--- src/rtl/i2c_rx_dbuf_pkg.sv ---
package i2c_rx_dbuf_pkg;

  localparam int unsigned BYTE_W = 8;

  // The flag as seen after this cycle's host read has been applied.
  function automatic logic flag_after_read(input logic flag, input logic rd);
    return flag & ~rd;
  endfunction

  // A waiting byte moves when the read stage is (or becomes) free.
  function automatic logic move_waiting(input logic rx, input logic waiting,
                                        input logic flag_eff);
    return rx & waiting & ~flag_eff;
  endfunction

  // A new byte goes straight into the read stage only if nothing is ahead of it.
  function automatic logic load_direct(input logic rx_byte, input logic waiting,
                                       input logic flag_eff);
    return rx_byte & ~waiting & ~flag_eff;
  endfunction

endpackage

--- src/rtl/i2c_rx_shift_stage.sv ---
module i2c_rx_shift_stage #(
  parameter int unsigned W = 8
) (
  input  logic         clk,
  input  logic         rst_n,
  input  logic         drop,
  input  logic         capture,
  input  logic         release_q,
  input  logic [W-1:0] din,
  output logic [W-1:0] q,
  output logic         full
);
  always_ff @(posedge clk or negedge rst_n) begin
    if (!rst_n) begin
      q    <= '0;
      full <= 1'b0;
    end else if (drop) begin
      full <= 1'b0;
    end else if (capture) begin
      q    <= din;
      full <= 1'b1;
    end else if (release_q) begin
      full <= 1'b0;
    end
  end
endmodule

--- src/rtl/i2c_rx_read_stage.sv ---
module i2c_rx_read_stage #(
  parameter int unsigned W = 8
) (
  input  logic         clk,
  input  logic         rst_n,
  input  logic         drop,
  input  logic         from_shift,
  input  logic         from_input,
  input  logic         host_rd,
  input  logic [W-1:0] shift_q,
  input  logic [W-1:0] din,
  output logic [W-1:0] q,
  output logic         flag
);
  always_ff @(posedge clk or negedge rst_n) begin
    if (!rst_n) begin
      q <= '0;
    end else if (!drop) begin
      if (from_shift)      q <= shift_q;
      else if (from_input) q <= din;
    end
  end

  always_ff @(posedge clk or negedge rst_n) begin
    if (!rst_n)                       flag <= 1'b0;
    else if (drop)                    flag <= 1'b0;
    else if (from_shift | from_input) flag <= 1'b1;
    else if (host_rd)                 flag <= 1'b0;
  end
endmodule

--- src/rtl/i2c_rx_dbuf.sv ---
module i2c_rx_dbuf
  import i2c_rx_dbuf_pkg::*;
#(
  parameter int unsigned W = BYTE_W
) (
  input  logic         clk,
  input  logic         rst_n,
  input  logic         byte_done,
  input  logic [W-1:0] byte_data,
  input  logic         host_rd,
  input  logic         tx_mode,
  input  logic         enable,
  input  logic         init_pulse,
  output logic [W-1:0] rd_data,
  output logic         rd_req
);
  // Named internal events, also used by the checker.
  logic         drop_ev;
  logic         rx_active;
  logic         flag_eff;
  logic         mv_held_ev;
  logic         ld_direct_ev;
  logic         capture_ev;
  logic         held;
  logic [W-1:0] shift_q;

  assign drop_ev      = ~enable | init_pulse;
  assign rx_active    = ~drop_ev & ~tx_mode;
  assign flag_eff     = flag_after_read(rd_req, host_rd);
  assign mv_held_ev   = move_waiting(rx_active, held, flag_eff);
  assign ld_direct_ev = load_direct(rx_active & byte_done, held, flag_eff);
  assign capture_ev   = rx_active & byte_done & ~ld_direct_ev;

  i2c_rx_shift_stage #(.W(W)) u_shift (
    .clk       (clk),
    .rst_n     (rst_n),
    .drop      (drop_ev),
    .capture   (capture_ev),
    .release_q (mv_held_ev),
    .din       (byte_data),
    .q         (shift_q),
    .full      (held)
  );

  i2c_rx_read_stage #(.W(W)) u_read (
    .clk        (clk),
    .rst_n      (rst_n),
    .drop       (drop_ev),
    .from_shift (mv_held_ev),
    .from_input (ld_direct_ev),
    .host_rd    (host_rd),
    .shift_q    (shift_q),
    .din        (byte_data),
    .q          (rd_data),
    .flag       (rd_req)
  );
endmodule

--- config.mk ---
export PLATFORM = sky130hd
export DESIGN_NAME = i2c_rx_dbuf
export DESIGN_NICKNAME = d
export VERILOG_FILES = /design/src/rtl/i2c_rx_dbuf_pkg.sv /design/src/rtl/i2c_rx_shift_stage.sv /design/src/rtl/i2c_rx_read_stage.sv /design/src/rtl/i2c_rx_dbuf.sv
export SDC_FILE = /design/constraint.sdc
export NUM_CORES = 1
export LEC_CHECK = 0
export BUFFER_PORTS_ARGS = -buffer_cell sky130_fd_sc_hd__buf_2
export CAP_MARGIN = 5
export CORE_MARGIN = 2
export CORE_UTILIZATION = 40
export DETAILED_ROUTE_END_ITERATION = 8
export PLACE_DENSITY = 0.64
export SYNTH_ARGS = -nofsm -noshare
export SYNTH_HDL_FRONTEND = slang
export SYNTH_SLANG_ARGS = --single-unit
--- constraint.sdc ---
create_clock -name clk -period 2 [get_ports clk]
set_clock_uncertainty 0.05 [all_clocks]
set_input_delay 0.2 -clock clk [delete_from_list [all_inputs] [get_ports clk]]
set_output_delay 0.2 -clock clk [all_outputs]
set_load 0.05 [all_outputs]
==> results.yml <==
finish:
  fin_util_pct: 49.7
  final_cell_mix: "23 x buf_2, 18 x dfrtp_1"
  layout_commonest_cell: "buf_2"
  drive_gt1_share_pct: 37.5
  diodes: 0
  syn_to_final_growth_pct: 16.4
  final_nets: 121
  stdcell_area_um2: 1120
timing:
  fmaxAchievable_ghz: 0.672
  worst_pin_slew_ps: 436
  finalSetupTns_ps: 0
  finalSetupViolCount: 0
  fin_crit_sh_pct: 74.4
  rsz0062_at_grt: "false"
  min_period_ps: 1490
  drv_slew: 0
  slew_headroom_pct: 70.8
  hold_viol: 0
route:
  vias: 776
  drtIter0Drc: 16
  drt-vias-per-instance: 5.88
  routed_wl_mm: 2.08
  drc: 0
  drtAntennaViolNets: 0
  wl_per_cell_um: 15.7
  dr.pass1.iters: 4
critical_path:
  crit_chain: "and2b_1, o21ai_4, mux2_4"
  critical_path_required_ps: 2130
  critical-path-top-delay-family: "flip-flops"
  reg2reg_setup_slack_ps: 510
  worstRegToRegCells: 3
  r2r_end: "u_shift.q[3]"
  critPathMaxFanout: 8
  end_kind: "register"
  slowest_delay_ps: 410
  worstPathArrival_ps: 1610
  slowest_stage: "dfrtp_1"
  critPathLaunchType: "register"
  critPathKind: "register to register"
  rr_startpoint: "u_read.flag"
  timing.critical_path.buf_inv: 0
logic_synthesis:
  syn_area_per_cell_um2: 11.7
  syn-num-nets: 97
  seq_area_frac_synth_pct: 46.8
  netlist_instances: 82
  ys_ff_latch: 18
  synthesis.area_um2: 963
  synth_area_leader_cell: "dfrtp_1"
  synth_cell_types: 21
  synth_top_cell_area_share_pct: 46.8
  yosys_warnings: 0
  synthTopCellsByArea: "dfrtp_1 47%, mux2_4 12%, nand4b_1 7.3%"
cts:
  postCtsSetupBuffers: 0
  insertion_delay_ps: 290
  clockBufferDepth: 2
  cts_tree: "yes"
  path_clk_slew_ps: 100
  cts_buffers: 3
  cts-htree-levels: 1
  clkSinkCount: 18
  cts-root-buf: "clkbuf_4"
hold_path:
  min_path_type: "primary input to register"
  min_to: "u_shift.q[5]"
  min_from: "byte_data[5]"
  whs_path_depth: 2
floorplan:
  io_pins: 24
  die_w_um: 53.1
  start_util_pct: 42.7
  die_area_um2: 2820
  die_y_um: 53.1
  design.core.area_um2: 2250
  rows: 17
placed_design:
  place.port_buffers: 23
  placed_cell_area_um2: 1090
  dpl.hpwl_mm: 1.41
  routabilityCongestion: 0.727
power_and_ir_drop:
  power.density_nw_per_um2: 765
  leakage_nw: 0.537
  p_total_uw: 857
  irDropWorstVdd_v: 0.000341
status:
  status: "finished clean"
grt:
  grt_overflow: 0
  grt_pass1_wl_mm: 3.44
  antenna_found_initial: 0
  grt_max_degree: 20
  first_global_vias: 753
  track_usage_pct: 17.2
job:
  drv_cap: 0
==> cell type report <==
type,count,area [um2]
Tap cell,28,35.0
Sequential cell,18,450
Multi-Input combinational cell,54,454
Timing Repair Buffer,28,155
Clock buffer,3,22.5
Fill cell,227,1130
Inverter,1,3.75
==> cell usage after synthesis <==
cell type and instances:
a21oi_1 2, nand4b_1 8, buf_2 2, dfrtp_1 18, buf_4 1, mux2_4 8
nor3b_1 1, and2b_1 1, nand4bb_1 2, o32ai_1 1, o31ai_1 8, inv_1 1
a31oi_1 8, buf_6 2, buf_1 2, o21ai_4 1, nand2b_1 3, o21ai_0 2
and4bb_1 1, clkbuf_1 2, nor3_1 8
==> repair_timing <==
action | in CTS | in global routing
hold buffers | 1 | 0
endpoints found under the hold margin | 18 | 0
resized for setup | 0 | 0
==> worst max-delay path by stage <==
stage | to | cells past startpoint | startpoint
after CTS | u_shift.q[3] | 3 | u_read.flag
after detailed placement | u_shift.q[4] | 3 | u_read.flag
after global placement | u_shift.q[0] | 3 | u_read.flag
after floorplan | u_shift.q[0] | 3 | u_read.flag
after global routing | u_shift.q[3] | 3 | u_read.flag
final | u_shift.q[3] | 3 | u_read.flag
==> registers in the layout, summed over array words and instances, names as in the netlist <==
signal / flops
u_shift.full: 1
u_read.q: 8
u_read.flag: 1
u_shift.q: 8
==> cells by family (layout without fill, tap and decap cells) <==
logic type / Yosys count / in the layout / synth area share (%)
buf+inv: 10 / 32 / 6.10
compound gates: 22 / 22 / 16.1
mux: 8 / 8 / 12.5
flops: 18 / 18 / 46.8
simple gates: 24 / 24 / 18.6
==> power breakdown <==
group | internal, mW | switching (mW) | total, mW | leakage, nW
sequential | 0.406 | 0.0246 | 0.430 | 0.238
clock | 0.0699 | 0.108 | 0.178 | 0.0138
combinational | 0.0752 | 0.174 | 0.249 | 0.285
==> layer usage <==
| metal | track usage, % | up-vias | wire [um] |
|---|---|---|---|
| li1 | - | 365 | - |
| met1 | 22.0 | 371 | 905 |
| met3 | 3.67 | 2 | 142 |
| met4 | 7.26 | 0 | 13 |
| met2 | 27.9 | 38 | 1010 |
| met5 | 0 | - | 0 |
==> stage by stage <==
stage	instances	hold slack (ps)	setup slack (ps)
floorplan	82	-146	370
global placement	128	102	530
detailed placement	128	110	519
CTS	132	95.6	506
global route	132	85.5	438
finish	132	102	512
(Power assumes the default switching activity.)
